==> config.mk <==
export PLATFORM = sky130hd
export DESIGN_NAME = net_operand_if
export DESIGN_NICKNAME = d
export VERILOG_FILES = /design/src/rtl/net_operand_pkg.sv /design/src/rtl/net_in_queue.sv /design/src/rtl/net_out_queue.sv /design/src/rtl/gpr_file.sv /design/src/rtl/net_operand_if.sv
export SDC_FILE = /design/constraint.sdc
export NUM_CORES = 2
export LEC_CHECK = 0
export ABC_AREA = 1
export BUFFER_PORTS_ARGS = -buffer_cell sky130_fd_sc_hd__buf_4
export CORE_ASPECT_RATIO = 1.4
export CORE_MARGIN = 1.5
export CORE_UTILIZATION = 60
export DETAILED_ROUTE_END_ITERATION = 12
export GPL_TIMING_DRIVEN = 0
export MAX_ROUTING_LAYER = met4
export PLACE_DENSITY = 0.9
export REMOVE_ABC_BUFFERS = 1
export SKIP_CTS_REPAIR_TIMING = 1
export SLEW_MARGIN = 0
export SYNTH_ARGS = -nofsm -noshare
export SYNTH_HDL_FRONTEND = slang
export SYNTH_SLANG_ARGS = --single-unit
==> constraint.sdc <==
create_clock -name clk_i -period 3.3 [get_ports clk_i]
set_input_delay 0.33 -clock clk_i [delete_from_list [all_inputs] [get_ports clk_i]]
set_output_delay 0.33 -clock clk_i [all_outputs]
set_load 0.005 [all_outputs]
==> src/rtl/net_operand_pkg.sv <==
package net_operand_pkg;
  localparam int unsigned WORD_W    = 32;
  localparam int unsigned REG_AW    = 5;
  localparam int unsigned NET_BASE  = 24;
  localparam int unsigned NET_PORTS = 4;
  localparam int unsigned Q_DEPTH   = 4;  // power of two, at least 2
endpackage

==> src/rtl/net_in_queue.sv <==
module net_in_queue #(
  parameter int unsigned W     = net_operand_pkg::WORD_W,
  parameter int unsigned DEPTH = net_operand_pkg::Q_DEPTH,
  localparam int unsigned PW   = $clog2(DEPTH),
  localparam int unsigned CW   = $clog2(DEPTH + 1)
) (
  input  logic          clk_i,
  input  logic          rst_ni,
  input  logic          push_i,
  input  logic [W-1:0]  data_i,
  output logic          ready_o,
  input  logic [1:0]    pop_n_i,
  output logic [CW-1:0] count_o,
  output logic [W-1:0]  head0_o,
  output logic [W-1:0]  head1_o
);
  logic [W-1:0]  mem_q [DEPTH];
  logic [PW-1:0] rd_q, wr_q;
  logic [CW-1:0] cnt_q;
  logic          acc;

  assign ready_o = (cnt_q < CW'(DEPTH));
  assign acc     = push_i & ready_o;
  assign count_o = cnt_q;
  assign head0_o = mem_q[rd_q];
  assign head1_o = mem_q[rd_q + PW'(1)];

  always_ff @(posedge clk_i or negedge rst_ni) begin
    if (!rst_ni) begin
      rd_q  <= '0;
      wr_q  <= '0;
      cnt_q <= '0;
      for (int i = 0; i < int'(DEPTH); i++) mem_q[i] <= '0;
    end else begin
      if (acc) begin
        mem_q[wr_q] <= data_i;
        wr_q        <= wr_q + PW'(1);
      end
      rd_q  <= rd_q + PW'(pop_n_i);
      cnt_q <= cnt_q + CW'(acc) - CW'(pop_n_i);
    end
  end

  p_no_underflow_r5: assert property (@(posedge clk_i) disable iff (!rst_ni)
    CW'(pop_n_i) <= cnt_q);
  p_fill_bound_r9: assert property (@(posedge clk_i) disable iff (!rst_ni)
    cnt_q <= CW'(DEPTH));
endmodule

==> src/rtl/net_out_queue.sv <==
module net_out_queue #(
  parameter int unsigned W     = net_operand_pkg::WORD_W,
  parameter int unsigned DEPTH = net_operand_pkg::Q_DEPTH,
  localparam int unsigned PW   = $clog2(DEPTH),
  localparam int unsigned CW   = $clog2(DEPTH + 1)
) (
  input  logic         clk_i,
  input  logic         rst_ni,
  input  logic         push_i,
  input  logic [W-1:0] data_i,
  output logic         full_o,
  output logic         valid_o,
  output logic [W-1:0] data_o,
  input  logic         ready_i
);
  logic [W-1:0]  mem_q [DEPTH];
  logic [PW-1:0] rd_q, wr_q;
  logic [CW-1:0] cnt_q;
  logic          pop;

  assign full_o  = (cnt_q == CW'(DEPTH));
  assign valid_o = (cnt_q != '0);
  assign data_o  = mem_q[rd_q];
  assign pop     = valid_o & ready_i;

  always_ff @(posedge clk_i or negedge rst_ni) begin
    if (!rst_ni) begin
      rd_q  <= '0;
      wr_q  <= '0;
      cnt_q <= '0;
      for (int i = 0; i < int'(DEPTH); i++) mem_q[i] <= '0;
    end else begin
      if (push_i) begin
        mem_q[wr_q] <= data_i;
        wr_q        <= wr_q + PW'(1);
      end
      if (pop) rd_q <= rd_q + PW'(1);
      cnt_q <= cnt_q + CW'(push_i) - CW'(pop);
    end
  end

  p_no_overflow_r8: assert property (@(posedge clk_i) disable iff (!rst_ni)
    full_o |-> !push_i);
  p_hold_word_r7: assert property (@(posedge clk_i) disable iff (!rst_ni)
    (valid_o && !ready_i) |=> (valid_o && $stable(data_o)));
endmodule

==> src/rtl/gpr_file.sv <==
module gpr_file #(
  parameter int unsigned W  = net_operand_pkg::WORD_W,
  parameter int unsigned AW = net_operand_pkg::REG_AW,
  localparam int unsigned N = 1 << AW
) (
  input  logic          clk_i,
  input  logic          rst_ni,
  input  logic          we_i,
  input  logic [AW-1:0] wa_i,
  input  logic [W-1:0]  wd_i,
  input  logic [AW-1:0] ra_a_i,
  input  logic [AW-1:0] ra_b_i,
  output logic [W-1:0]  rd_a_o,
  output logic [W-1:0]  rd_b_o
);
  logic [W-1:0] regs_q [N];

  assign rd_a_o = (ra_a_i == '0) ? '0 : regs_q[ra_a_i];
  assign rd_b_o = (ra_b_i == '0) ? '0 : regs_q[ra_b_i];

  always_ff @(posedge clk_i or negedge rst_ni) begin
    if (!rst_ni) begin
      for (int i = 0; i < int'(N); i++) regs_q[i] <= '0;
    end else if (we_i && wa_i != '0) begin
      regs_q[wa_i] <= wd_i;
    end
  end
endmodule

==> src/rtl/net_operand_if.sv <==
module net_operand_if
  import net_operand_pkg::*;
#(
  parameter int unsigned W     = WORD_W,
  parameter int unsigned AW    = REG_AW,
  parameter int unsigned BASE  = NET_BASE,
  parameter int unsigned PORTS = NET_PORTS,
  parameter int unsigned DEPTH = Q_DEPTH,
  localparam int unsigned PIW  = (PORTS > 1) ? $clog2(PORTS) : 1,
  localparam int unsigned CW   = $clog2(DEPTH + 1)
) (
  input  logic               clk_i,
  input  logic               rst_ni,
  input  logic               dec_valid_i,
  input  logic [AW-1:0]      dec_rs_a_i,
  input  logic [AW-1:0]      dec_rs_b_i,
  output logic               dec_stall_o,
  output logic [W-1:0]       op_a_o,
  output logic [W-1:0]       op_b_o,
  input  logic               wb_valid_i,
  input  logic [AW-1:0]      wb_rd_i,
  input  logic [W-1:0]       wb_data_i,
  output logic               wb_stall_o,
  input  logic [PORTS-1:0]   net_in_valid_i,
  input  logic [PORTS*W-1:0] net_in_data_i,
  output logic [PORTS-1:0]   net_in_ready_o,
  output logic [PORTS-1:0]   net_out_valid_o,
  output logic [PORTS*W-1:0] net_out_data_o,
  input  logic [PORTS-1:0]   net_out_ready_i
);
  function automatic logic is_net(input logic [AW-1:0] r);
    return (r >= AW'(BASE)) && (r < AW'(BASE + PORTS));
  endfunction

  function automatic logic [PIW-1:0] port_of(input logic [AW-1:0] r);
    return PIW'(r - AW'(BASE));
  endfunction

  logic           net_a, net_b, net_w, same_ab;
  logic [PIW-1:0] idx_a, idx_b, idx_w;
  logic [W-1:0]   head0 [PORTS];
  logic [W-1:0]   head1 [PORTS];
  logic [CW-1:0]  cnt   [PORTS];
  logic [PORTS-1:0] short_k, full_k;
  logic           issue;
  logic [W-1:0]   gpr_a, gpr_b;
  logic           gpr_we;

  assign net_a   = is_net(dec_rs_a_i);
  assign net_b   = is_net(dec_rs_b_i);
  assign net_w   = is_net(wb_rd_i);
  assign idx_a   = port_of(dec_rs_a_i);
  assign idx_b   = port_of(dec_rs_b_i);
  assign idx_w   = port_of(wb_rd_i);
  assign same_ab = net_a && net_b && (idx_a == idx_b);

  assign dec_stall_o = dec_valid_i & (|short_k);
  assign issue       = dec_valid_i & ~(|short_k);
  assign wb_stall_o  = wb_valid_i & net_w & full_k[idx_w];
  assign gpr_we      = wb_valid_i & ~net_w;

  for (genvar k = 0; k < int'(PORTS); k++) begin : g_port
    logic [1:0] need;
    logic [1:0] pop_n;
    logic       push_out;

    assign need       = 2'(net_a && idx_a == PIW'(k)) + 2'(net_b && idx_b == PIW'(k));
    assign short_k[k] = CW'(need) > cnt[k];
    assign pop_n      = issue ? need : 2'd0;
    assign push_out   = wb_valid_i & net_w & (idx_w == PIW'(k)) & ~full_k[k];

    net_in_queue #(.W(W), .DEPTH(DEPTH)) i_in (
      .clk_i   (clk_i),
      .rst_ni  (rst_ni),
      .push_i  (net_in_valid_i[k]),
      .data_i  (net_in_data_i[k*W +: W]),
      .ready_o (net_in_ready_o[k]),
      .pop_n_i (pop_n),
      .count_o (cnt[k]),
      .head0_o (head0[k]),
      .head1_o (head1[k])
    );

    net_out_queue #(.W(W), .DEPTH(DEPTH)) i_out (
      .clk_i   (clk_i),
      .rst_ni  (rst_ni),
      .push_i  (push_out),
      .data_i  (wb_data_i),
      .full_o  (full_k[k]),
      .valid_o (net_out_valid_o[k]),
      .data_o  (net_out_data_o[k*W +: W]),
      .ready_i (net_out_ready_i[k])
    );

    p_stall_keeps_words_r5: assert property (@(posedge clk_i) disable iff (!rst_ni)
      (dec_stall_o && !net_in_valid_i[k]) |=> $stable(cnt[k]));
    p_idle_keeps_words_r6: assert property (@(posedge clk_i) disable iff (!rst_ni)
      (!dec_valid_i && !net_in_valid_i[k]) |=> $stable(cnt[k]));
  end

  gpr_file #(.W(W), .AW(AW)) i_gpr (
    .clk_i  (clk_i),
    .rst_ni (rst_ni),
    .we_i   (gpr_we),
    .wa_i   (wb_rd_i),
    .wd_i   (wb_data_i),
    .ra_a_i (dec_rs_a_i),
    .ra_b_i (dec_rs_b_i),
    .rd_a_o (gpr_a),
    .rd_b_o (gpr_b)
  );

  // writeback bypass in front of the file, register 0 excluded
  always_comb begin
    if (net_a)
      op_a_o = head0[idx_a];
    else if (gpr_we && wb_rd_i == dec_rs_a_i && dec_rs_a_i != '0)
      op_a_o = wb_data_i;
    else
      op_a_o = gpr_a;

    if (net_b)
      op_b_o = same_ab ? head1[idx_b] : head0[idx_b];
    else if (gpr_we && wb_rd_i == dec_rs_b_i && dec_rs_b_i != '0)
      op_b_o = wb_data_i;
    else
      op_b_o = gpr_b;
  end

  p_zero_reg_r1: assert property (@(posedge clk_i) disable iff (!rst_ni)
    (dec_rs_a_i == '0) |-> (op_a_o == '0));
  p_wb_net_stall_r8: assert property (@(posedge clk_i) disable iff (!rst_ni)
    wb_stall_o |-> (wb_valid_i && net_w));
endmodule

==> impl_results.md, run 1 <==
- Clock tree sinks: 2100
- Sequential cell area fraction in the yosys report: 49.5%
- Number of top-level design ports: 389
- Cell Area, Synth: 106000 um2
- GRT Overall Usage: 58.1%
- Number of core rows: 182
- Hpwl dp: 233 mm
- Terminating stage of the flow: 5_1_grt
- Error: [ERROR GRT-0232] Routing congestion too high. Check the congestion heatmap in the GUI.
- Number of H-tree levels: 4
- Outcome: aborted with a tool error
- Post-synthesis sequential element count: 2100
- Count of different cell masters after synthesis: 43
- Worst slack after detailed placement: -2.75 ns
- Number of flops mapped to enable cells by yosys: 0
- Placer Congestion: 0.908
- Width of the chip: 358 um
- Syn Inst Count: 13.8k
- Average footprint of a synthesized cell: 7.69 um2
- Initial standard-cell utilization of the core: 60.4%
- Asr flop ratio synth: 100%
- Number of buffers added on ports: 388
- Largest net degree at the start of global routing: 193
- Global-route congestion overflow total: 128
- Clk buf depth: 3
- Synth warnings: 0
- Most frequently used flop master after synthesis: sky130_fd_sc_hd__dfrtp_1
- CTS root buffer: sky130_fd_sc_hd__clkbuf_16
- Vertical die dimension: 500 um
- Num CTS Buffers: 199
Yosys cell counts, types with 55 or more instances:
cell	number	area, um2
sky130_fd_sc_hd__dfrtp_1	2100	52600
sky130_fd_sc_hd__nor2_1	1038	3900
sky130_fd_sc_hd__o21ai_0	1825	9130
sky130_fd_sc_hd__a21oi_1	913	4570
sky130_fd_sc_hd__a22oi_1	152	1140
sky130_fd_sc_hd__nand3_1	395	1980
sky130_fd_sc_hd__o2111ai_1	182	1590
sky130_fd_sc_hd__inv_1	750	2820
sky130_fd_sc_hd__ha_1	56	701
sky130_fd_sc_hd__nand4_1	239	1500
sky130_fd_sc_hd__o22ai_1	201	1260
sky130_fd_sc_hd__o211ai_1	55	413
sky130_fd_sc_hd__o21ai_1	557	2790
sky130_fd_sc_hd__buf_2	426	2130
sky130_fd_sc_hd__clkbuf_1	761	2860
sky130_fd_sc_hd__nand2_1	3809	14300
cells by family after synthesis:
group                    share of synthesized area, %
buffers and inverters                            7.81
XOR/XNOR                                        0.355
adder cells (fa/ha/maj)                         0.812
AND/OR/NAND/NOR                                  21.4
flip-flops                                       49.5
AO/OA/AOI/OAI                                    20.1
routing by layer:
metal	GRT overflow	global-route usage [%]
met3	11	43.1
met4	47	52.0
met1	6	58.9
met5	-	-
met2	64	71.2
per-stage QoR:
stage	area [um2]	cells	util (%)	setup TNS (ns)
4_1_cts	118000	15800	67.4	-239.48
3_3_place_gp	107000	15200	60.7	-
2_1_floorplan	101000	12500	-	-642.89
3_5_place_dp	111000	15400	63.4	-190.96
==> inputs of run 2 (changes only) <==
--- a/config.mk
+++ b/config.mk
@@ -7,13 +7,11 @@
 export LEC_CHECK = 0
 export ABC_AREA = 1
 export BUFFER_PORTS_ARGS = -buffer_cell sky130_fd_sc_hd__buf_4
-export CORE_ASPECT_RATIO = 1.4
 export CORE_MARGIN = 1.5
-export CORE_UTILIZATION = 60
+export CORE_UTILIZATION = 40
 export DETAILED_ROUTE_END_ITERATION = 12
 export GPL_TIMING_DRIVEN = 0
-export MAX_ROUTING_LAYER = met4
-export PLACE_DENSITY = 0.9
+export PLACE_DENSITY_LB_ADDON = 0.15
 export REMOVE_ABC_BUFFERS = 1
 export SKIP_CTS_REPAIR_TIMING = 1
 export SLEW_MARGIN = 0
==> impl_results.md, run 2 <==
- Outcome: finished, violations left
- Violated checks: max-capacitance violations, max-slew violations, negative setup slack
- Width of the chip: 518 um
- Number of H-tree levels: 4
- Number of core rows: 188
- Num CTS Buffers: 233
- Commonest cells after routing, fill and taps aside: 3740 x sky130_fd_sc_hd__nand2_1, 2084 x sky130_fd_sc_hd__dfrtp_1, 1751 x sky130_fd_sc_hd__o21ai_0
- Number of antenna violations at the first check in global routing: 26
- Logic depth of the worst register-to-register path: 11
- Synth-to-layout area growth: 20.7%
- Launch instance of the worst min-delay path: wb_rd_i[0]
- Largest fanout on the critical path: 18
- Reg-to-reg slack, setup: 0.38 ns
- Number of buffers added on ports: 388
- Global-route wire length before repair: 636 mm
- Syn Inst Count: 13.8k
- Die area: 268000 um2
- Count of different cell masters after synthesis: 43
- Worst-Margin Slew: 1.53 ns
- Most common cell after layout, fill and taps aside: sky130_fd_sc_hd__nand2_1
- Violation count after the first detailed-routing iteration: 13.0k
- Post-Place Cells: 16.6k
- Total via count in the routed design: 104k
- Leak pwr: 57.6 nW
- DRC: 0
- MaxCap Viol Count: 1
- Largest regs: i_gpr.regs_q: 1020 flops, g_port.i_in.mem_q: 512 flops, g_port.i_out.mem_q: 512 flops
- Critical path launch point type: primary input
- Reg with most FFs: i_gpr.regs_q
- Wire length reported by the detailed router: 473 mm
- Worst slack after detailed placement: -2.47 ns
- Hold Crit Class: in -> reg
- 1st-pass router iterations: 8
- Later-pin clock latency in the skew report: 0.95 ns
- Hold Crit Endpoint: g_port[3].i_out.wr_q[1]
- Total power divided by cell area: 810 nW/um2
- Cell with the most instances after synthesis: sky130_fd_sc_hd__nand2_1
- Synth area leader: sky130_fd_sc_hd__dfrtp_1
- Final Hold Violating Endpoints: 0
- Hpwl dp: 269 mm
- Clk buf depth: 3
- Setup repair after global routing missed its margin: true
- Number of flops mapped to enable cells by yosys: 0
- Sequential cell area fraction in the yosys report: 49.5%
- Maximum operating frequency: 255 MHz
- Critical register-to-register path startpoint: g_port[2].i_out.cnt_q[1]
- Maximum VDD drop: 0.640 mV
- Clock tree sinks: 2100
- Type of the worst setup path: in -> out
- Arrival time of data at the critical path endpoint: 3.59 ns
- TritonCTS clock tree: built
- Worst Hold Path Cells: 5
- Routed wire per std cell: 26.9 um
- R2R Path End: g_port[2].i_out.cnt_q[2]
- Number of top-level design ports: 389
- Largest net degree at the start of global routing: 168
- Max FFs per register: 1020
- Placer Congestion: 0.874
- Fin cells: 17.5k
- Post-synthesis sequential element count: 2100
- Most frequently used flop master after synthesis: sky130_fd_sc_hd__dfrtp_1
- Asr flop ratio synth: 100%
- Max Transition Viols Final: 3
- Worst-path clk slew: 0.07 ns
- Fin crit period: 3.92 ns
- Proportion of layout cells with a drive suffix above 1: 11.7%
- Count of antenna-violating nets left after detailed routing: 0
- Synth warnings: 0
- CTS root buffer: sky130_fd_sc_hd__clkbuf_16
- Critical path data required time: 2.97 ns
- Global-route congestion overflow total: 0
- Yosys top cell area share: 49.5%
- Vertical die dimension: 518 um
- Final Setup Violations: 173
- Share of the clock period used by the worst path: 119%
- Type of element capturing the critical path: output port
- GRT Overall Usage: 31.4%
- Biggest area contributors in the synthesized netlist: sky130_fd_sc_hd__dfrtp_1 50%, sky130_fd_sc_hd__nand2_1 13%, sky130_fd_sc_hd__o21ai_0 8.6%, sky130_fd_sc_hd__a21oi_1 4.3%, sky130_fd_sc_hd__nor2_1 3.7%
- Core box area: 263000 um2
- Sum of negative setup slack: -28.88 ns
- Average footprint of a synthesized cell: 7.69 um2
- Number of vias per cell: 5.93
- Post-layout nets: 14.1k
- Cell Area, Synth: 106000 um2
- Initial standard-cell utilization of the core: 40.3%
- Via count of the first global-routing pass: 96.1k
- Design Power: 0.104 W
- Slew margin rel.: -2.82%
- Setup ws final: -0.615 ns
- Synth top cells by count: 3809 x sky130_fd_sc_hd__nand2_1, 2100 x sky130_fd_sc_hd__dfrtp_1, 1825 x sky130_fd_sc_hd__o21ai_0
- Clock Skew: 0.0797 ns
==> run 2: cell counts after synthesis <==
Identical to the previous run, type by type.
==> run 2: through the flow <==
stage | utilization [%] | hold WS, ns | instance area, um2
after floorplan | - | 0.0344 | 101000
after global placement | 41.1 | 0.365 | 108000
after detailed placement | 43.1 | 0.309 | 113000
after CTS | 46.1 | -0.685 | 121000
after global routing | 48.7 | 0.00202 | 128000
final | 48.7 | 0.0151 | 128000
==> run 2: power by group <==
part / switching [W] / internal [W]
sequential: 0.00502 / 0.0326
combinational: 0.0246 / 0.0142
clock: 0.0116 / 0.0158
total: 0.0412 / 0.0626
==> run 2: final cells by class <==
type                            instances  area, um2
Multi-Input combinational cell       9655      46800
Clock inverter                         80       1170
Timing Repair inverter                 15        195
Antenna cell                           23       57.6
Clock buffer                          349       6850
Inverter                              786       3340
Fill cell                           25100     135000
Timing Repair Buffer                 1017      12600
Sequential cell                      2100      52600
Tap cell                             3515       4400
==> run 2: worst max-delay path by stage <==
stage,start,end,slack (ns),depth (start not counted)
5_1_grt,g_port[1].i_in.rd_q[0],op_b_o[11],-0.53,12
2_1_floorplan,dec_rs_b_i[0],g_port[2].i_in.count_o[2],-11.85,17
4_1_cts,g_port[1].i_in.rd_q[0],op_b_o[24],-2.48,10
3_3_place_gp,dec_rs_b_i[0],g_port[2].i_in.count_o[2],-39.82,19
6_report,dec_rs_a_i[1],op_a_o[26],-0.62,7
3_5_place_dp,dec_rs_a_i[2],op_a_o[16],-2.47,14
==> run 2: layer usage <==
| metal | global-route usage [%] | wire length, um |
|---|---|---|
| met5 | 0 | 184 |
| met2 | 48.8 | 206000 |
| met4 | 17.7 | 36100 |
| met3 | 7.13 | 50900 |
| met1 | 40.3 | 179000 |
==> run 2: kinds of logic after synthesis <==
logic type,share of synthesized area (%)
compound gates,20.1
buf+inv,7.81
xor+xnor,0.355
fa+ha+maj,0.812
flops,49.5
simple gates,21.4
==> run 2: worst max-delay path, stage by stage <==
cell	delay (ns)
sky130_fd_sc_hd__buf_6	0.16
sky130_fd_sc_hd__xnor2_1	1.18
sky130_fd_sc_hd__nand3_4	0.87
sky130_fd_sc_hd__o21ai_1	0.47
sky130_fd_sc_hd__nor2_4	0.14
sky130_fd_sc_hd__nor2_1	0.24
sky130_fd_sc_hd__buf_4	0.17
Power figures use the tool's default switching activity.
